<file path="src/rtl/rx_sync_pkg.sv">
package rx_sync_pkg;
    typedef enum logic [1:0] {
        S_HUNT    = 2'd0,
        S_LOCK    = 2'd1,
        S_REALIGN = 2'd2,
        S_BONDED  = 2'd3
    } lane_state_t;

    localparam logic [2:0] ST_HUNT_CODE  = 3'b111;
    localparam logic [2:0] ST_BOND_CODE  = 3'b011;
    localparam logic [2:0] ST_FRAME_CODE = 3'b101;
    localparam logic [2:0] ST_ERR_CODE   = 3'b010;
    localparam logic [2:0] ST_IDLE_CODE  = 3'b000;
endpackage

</file>
<file path="src/rtl/lane_run_counter.sv">
module lane_run_counter #(
    parameter int LIMIT = 4
) (
    input  logic clk,
    input  logic rst_n,
    input  logic clr,
    input  logic hit,
    output logic last
);
    localparam int CW = $clog2(LIMIT + 1);

    logic [CW-1:0] cnt;

    always_ff @(posedge clk or negedge rst_n) begin
        if (!rst_n) begin
            cnt <= '0;
        end else if (clr || !hit) begin
            cnt <= '0;
        end else if (cnt != CW'(LIMIT)) begin
            cnt <= cnt + 1'b1;
        end
    end

    assign last = hit && !clr && (cnt == CW'(LIMIT - 1));

    // a cycle without the event restarts the run
    p_run_break_r2: assert property (@(posedge clk) disable iff (!rst_n)
        !hit |=> cnt == '0);
endmodule

</file>
<file path="src/rtl/lane_imv_counter.sv">
module lane_imv_counter #(
    parameter int LIMIT = 4
) (
    input  logic clk,
    input  logic rst_n,
    input  logic clr,
    input  logic inc,
    input  logic dec,
    output logic reach
);
    localparam int CW = $clog2(LIMIT + 1);

    logic [CW-1:0] cnt;

    always_ff @(posedge clk or negedge rst_n) begin
        if (!rst_n) begin
            cnt <= '0;
        end else if (clr) begin
            cnt <= '0;
        end else if (inc) begin
            if (cnt != CW'(LIMIT)) cnt <= cnt + 1'b1;
        end else if (dec) begin
            if (cnt != '0) cnt <= cnt - 1'b1;
        end
    end

    assign reach = inc && !clr && (cnt == CW'(LIMIT - 1));

    // the count floors at zero
    p_imv_floor_r5: assert property (@(posedge clk) disable iff (!rst_n)
        (cnt == '0 && !inc) |=> cnt == '0);
endmodule

</file>
<file path="src/rtl/rx_lane_sync.sv">
module rx_lane_sync
    import rx_sync_pkg::*;
#(
    parameter int FRAME_RUN = 4,
    parameter int ERR_RUN   = 4,
    parameter int IMV_LIMIT = 4
) (
    input  logic       clk,
    input  logic       rst_n,
    input  logic       frm_det,
    input  logic       chr_ok,
    input  logic       dec_err,
    input  logic       ebuf_fault,
    input  logic       pll_unlock,
    input  logic       bond_inh,
    input  logic       master_bonded,
    input  logic       deskew_exp,
    output logic [1:0] state_o,
    output logic       in_sync,
    output logic [2:0] status
);
    lane_state_t state, nxt;
    logic        prev_frm;
    logic        frm_last, err_last, imv_reach;
    logic        fault, skew_abort, good_chr, aligned;

    assign fault      = ebuf_fault | pll_unlock;
    assign skew_abort = deskew_exp & (~bond_inh | ~master_bonded);
    assign good_chr   = chr_ok & ~dec_err & ~frm_det;
    assign aligned    = (state == S_LOCK) || (state == S_BONDED);

    lane_run_counter #(.LIMIT(FRAME_RUN)) u_frm_run (
        .clk  (clk),
        .rst_n(rst_n),
        .clr  (state != S_HUNT),
        .hit  (frm_det),
        .last (frm_last)
    );

    lane_run_counter #(.LIMIT(ERR_RUN)) u_err_run (
        .clk  (clk),
        .rst_n(rst_n),
        .clr  (state == S_HUNT),
        .hit  (dec_err),
        .last (err_last)
    );

    lane_imv_counter #(.LIMIT(IMV_LIMIT)) u_imv (
        .clk  (clk),
        .rst_n(rst_n),
        .clr  (state == S_HUNT),
        .inc  (dec_err),
        .dec  (chr_ok & ~dec_err),
        .reach(imv_reach)
    );

    always_comb begin
        nxt = state;
        unique case (state)
            S_HUNT: begin
                if (frm_last && !fault) nxt = S_LOCK;
            end
            S_LOCK, S_BONDED: begin
                if (fault)                      nxt = S_HUNT;
                else if (err_last || imv_reach) nxt = S_HUNT;
                else if (frm_det)               nxt = S_REALIGN;
            end
            S_REALIGN: begin
                if (fault || dec_err || skew_abort)          nxt = S_HUNT;
                else if (prev_frm && good_chr && master_bonded) nxt = S_BONDED;
            end
            default: nxt = S_HUNT;
        endcase
    end

    always_ff @(posedge clk or negedge rst_n) begin
        if (!rst_n) begin
            state    <= S_HUNT;
            prev_frm <= 1'b0;
        end else begin
            state    <= nxt;
            prev_frm <= frm_det;
        end
    end

    always_ff @(posedge clk or negedge rst_n) begin
        if (!rst_n) begin
            status <= ST_HUNT_CODE;
        end else if (nxt == S_HUNT) begin
            status <= ST_HUNT_CODE;
        end else if (nxt == S_BONDED && state != S_BONDED) begin
            status <= ST_BOND_CODE;
        end else if (aligned && frm_det) begin
            status <= ST_FRAME_CODE;
        end else if (aligned && dec_err) begin
            status <= ST_ERR_CODE;
        end else begin
            status <= ST_IDLE_CODE;
        end
    end

    assign state_o = state;
    assign in_sync = (state != S_HUNT);

    p_fault_drop_r3: assert property (@(posedge clk) disable iff (!rst_n)
        fault |=> state == S_HUNT);

    p_hunt_hold_r2: assert property (@(posedge clk) disable iff (!rst_n)
        (state == S_HUNT && !frm_det) |=> state == S_HUNT);

    p_abort_err_r8: assert property (@(posedge clk) disable iff (!rst_n)
        (state == S_REALIGN && dec_err) |=> state == S_HUNT);

    p_hunt_code_r9: assert property (@(posedge clk) disable iff (!rst_n)
        state == S_HUNT |-> status == ST_HUNT_CODE);

    p_bond_code_r9: assert property (@(posedge clk) disable iff (!rst_n)
        (state == S_BONDED && $past(state) != S_BONDED) |-> status == ST_BOND_CODE);
endmodule

</file>
<file path="config.mk">
export PLATFORM = sky130hd
export DESIGN_NAME = rx_lane_sync
export DESIGN_NICKNAME = d
export VERILOG_FILES = /design/src/rtl/rx_sync_pkg.sv /design/src/rtl/lane_run_counter.sv /design/src/rtl/lane_imv_counter.sv /design/src/rtl/rx_lane_sync.sv
export SDC_FILE = /design/constraint.sdc
export NUM_CORES = 1
export LEC_CHECK = 0
export ABC_AREA = 1
export BUFFER_PORTS_ARGS = -buffer_cell sky130_fd_sc_hd__buf_4
export CORE_MARGIN = 3
export CORE_UTILIZATION = 50
export CTS_CLUSTER_DIAMETER = 150
export DETAILED_ROUTE_END_ITERATION = 7
export GPL_ROUTABILITY_DRIVEN = 0
export PLACE_DENSITY = 0.69
export SKIP_CTS_REPAIR_TIMING = 1
export SLEW_MARGIN = 10
export SYNTH_ARGS = -nofsm -noshare
export SYNTH_HDL_FRONTEND = slang
export SYNTH_SLANG_ARGS = --single-unit
</file>
<file path="constraint.sdc">
create_clock -name clk -period 4.4 [get_ports clk]
set_clock_uncertainty 0.1 [all_clocks]
set_input_delay 1.32 -clock clk [delete_from_list [all_inputs] [get_ports clk]]
set_output_delay 1.32 -clock clk [all_outputs]
set_load 0.02 [all_outputs]
</file>
==> out/results.txt <==
For the pin with the worst max-slew slack, the measured transition is 265 ps. The end point of the most critical hold path was u_err_run.cnt[0]$_DFFE_PN0P_. The hold path depth is 1.

The run gives 0.540 as the register share of total power. The placed instance count is 151, and the final non-filler cell total is 155. The worst hold path begins at u_err_run.cnt[0]$_DFFE_PN0P_.

The worst setup path is of the register to primary output kind. The final period utilization came out at 0.609. The most frequent standard cell in the layout excluding fill and tap cells is nand2_1. The initial antenna violation count was 0; the final antenna diode count was 0.

After clock tree synthesis, the clock-pin slew on the worst setup and hold paths is 90 ps. In this run the mean area of a mapped cell was 8.29 µm². Among all stages on the critical path, the largest delay is contributed by dfrtp_1. The post-detailed-routing wire length is 1780 µm, and the time the worst path needs with I/O delays and setup is 2680 ps. The share of post-route cells with drive strength above 1 is 0.260, and the critical path data arrival time is 1260 ps.

The first global-routing pass estimated 3150 µm of wire. The post-synthesis cell type count was 25; the combined buffer and inverter count along the critical path was 2. Entering global routing, the biggest net connects 16 pins. Static power due to leakage: 0.534 nW. Cell internal power was estimated by the tool at 0.209 mW. The post-synthesis register bit count works out to 15.

Traced cell by cell, the critical path runs through nor2_4 -> inv_2 -> buf_4. In this run the power density over the cells is 267 nW/µm². The total number of H-tree levels is 1. Dividing the detail-routed via count by the number of cells gives 4.95.

For this run, the number of Yosys warnings is 0. The die is 49.1 µm tall. The worst max-slew margin expressed relative to the limit was 0.821; the sequential fraction of the synthesis area was 0.408. The logs give 0.0833 mW for the net switching component of the power and 129 for the number of nets in the synthesized netlist. For the final routed database, the setup TNS stands at 0 ps. The tools report the netlist area before placement as 928 µm². The run finished with clean final reports.

The number of cells traversed by the worst register-to-register path was 4. The tools report the maximum clock frequency as 373 MHz. In this run the worst path has a maximum fanout of 7. Kind of start point of the critical path: a register.

The element type at the critical path end is a primary output. The logs give 0 for the number of pins with negative max-slew slack in the final report and 14 for the number of placement rows. The clock insertion delay at the later pin of the skew report is 280 ps.

The largest voltage drop on the vdd net came out at 0.182 mV. In this run the remaining antenna-violating nets after routing total 0. The starting DRC count in detailed routing came out at 17. Delay of the slowest cell on the worst path: 480 ps.

The run gives 739 as the via count of the first global-routing pass. In the routed design, unresolved DRC markers number 0. The path class of the tightest hold or removal check is register to register.

The tools report the count of mapped cells out of synthesis as 112. The core region is 1630 µm². TritonCTS built the clock tree. The number of buffers on the longest clock path was 2; the worst path required time was 2980 ps.

The worst register-to-register path begins at u_imv.cnt[0]$_DFFE_PN0P_. The slack of the worst reg-to-reg path is 2900 ps. Buffers inserted during clock tree synthesis total 3.

The detail-routed net length per standard cell was 11.5 µm; the starting density of the core was 0.570. The largest delay contributor family on the critical path is flip-flops. Setup repair after global routing left no endpoint under its margin.

The wire-length estimate of the detail-placed layout is 1390 µm. The tightest hold path in the finished design has a slack of 403 ps. The global-route usage over all layers is 0.167, and the overall die area is 2410 µm².

The area added between synthesis and finish was 18.2%; the die extent in x was 49.1 µm. In the layout the commonest cells are 25 x nand2_1, 18 x inv_1, 15 x buf_4. The logs give 16 for the number of primary I/O pins and 767 for the number of vias in the routed layout. The run gives 0 as the leftover overflow at the end of global routing.

The number of maximum-capacitance constraint violations came out at 0. The clock net in this run drives a total of 15 sinks. The run gives 0.265 as the relative contribution of the clock network to total power.

Setup violations remaining at the end of the flow were counted as 0. Endpoint of the lowest-slack register-to-register path: u_imv.cnt[1]$_DFFE_PN0P_. The tools report the clock root buffer as clkbuf_4.

The number of nets in the final layout is 149, and the number of I/O port buffers is 15. The hold violation count in the final report was 0; the number of detailed-routing iterations run before antenna repair was 4. For the combinational share of power, the log shows 0.195.

The final core area utilization was 0.674. The switching part of the total came out at 0.285.
## sequential cells by signal, indices dropped and copies added (netlist names)
register	flops
prev_frm	1
u_frm_run.cnt	3
u_imv.cnt	3
status	3
state_o	2
u_err_run.cnt	3
## final cells by class
| class | instances | area (µm²) |
|---|---|---|
| Tap cell | 24 | 30.0 |
| Multi-Input combinational cell | 76 | 470 |
| Clock buffer | 4 | 26.3 |
| Fill cell | 157 | 532 |
| Timing Repair Buffer | 15 | 113 |
| Inverter | 21 | 78.8 |
| Sequential cell | 15 | 379 |
## metal layers
layer / GRT usage / routed length [µm]
met3: 0.0489 / 100
met2: 0.272 / 832
met4: 0.0569 / 26
met5: 0 / 0
met1: 0.210 / 819
## how the worst max path moves through the flow
stage / start / endpoint / cells after the start
6_report: state_o[0]$_DFF_PN0_ / in_sync / 3
5_1_grt: state_o[0]$_DFF_PN0_ / in_sync / 3
4_1_cts: state_o[0]$_DFF_PN0_ / in_sync / 3
3_5_place_dp: dec_err / u_imv.cnt[1]$_DFFE_PN0P_ / 4
3_3_place_gp: dec_err / u_imv.cnt[1]$_DFFE_PN0P_ / 4
2_1_floorplan: dec_err / u_imv.cnt[1]$_DFFE_PN0P_ / 3
## cells by family (layout without fill, tap and decap cells)
| group | count (synthesis) | in the layout | share of synthesized area |
|---|---|---|---|
| buffers and inverters | 21 | 40 | 0.0849 |
| DFF | 15 | 15 | 0.408 |
| and+or+nand+nor | 50 | 50 | 0.271 |
| AOI/OAI and AO/OA | 18 | 18 | 0.124 |
| xor gates and xnor gates | 1 | 1 | 0.00944 |
| adders and majority gates | 7 | 7 | 0.102 |
## per-stage QoR
step                power, mW  instance area (µm²)  worst slack [ps]
finish                  0.292                 1100              1720
global route            0.315                 1100              1640
CTS                     0.296                 1100              1710
detailed placement      0.219                 1070              1880
global placement        0.216                 1070              1900
floorplan               0.196                  928              2060
## synthesized netlist by cell type
cell type,number,area share
a21oi_1,3,0.016
xnor2_1,1,0.0094
and2_1,2,0.013
ha_1,6,0.081
nand3_1,5,0.027
fa_1,1,0.022
inv_2,3,0.012
nor2_1,8,0.032
dfstp_2,3,0.085
nand2_2,1,0.0067
nand3_2,2,0.022
or2_2,1,0.0067
inv_1,18,0.073
nor3_2,1,0.011
o21a_1,1,0.0081
o21ai_1,5,0.027
nor2_4,3,0.036
dfrtp_1,12,0.32
o21bai_4,1,0.020
o41ai_1,1,0.0094
nand2_1,25,0.10
a211oi_1,2,0.016
o21ai_0,5,0.027
nor2_2,1,0.0067
nand3b_1,1,0.0081
## power groups by stage
stage / sequential, mW / combinational [mW] / clock [mW]
finish: 0.158 / 0.0570 / 0.0775
global route: 0.160 / 0.0661 / 0.0890
CTS: 0.158 / 0.0583 / 0.0797
detailed placement: 0.161 / 0.0579 / 0
global placement: 0.160 / 0.0559 / 0
floorplan: 0.160 / 0.0356 / 0
Power figures use the tool's default switching activity.
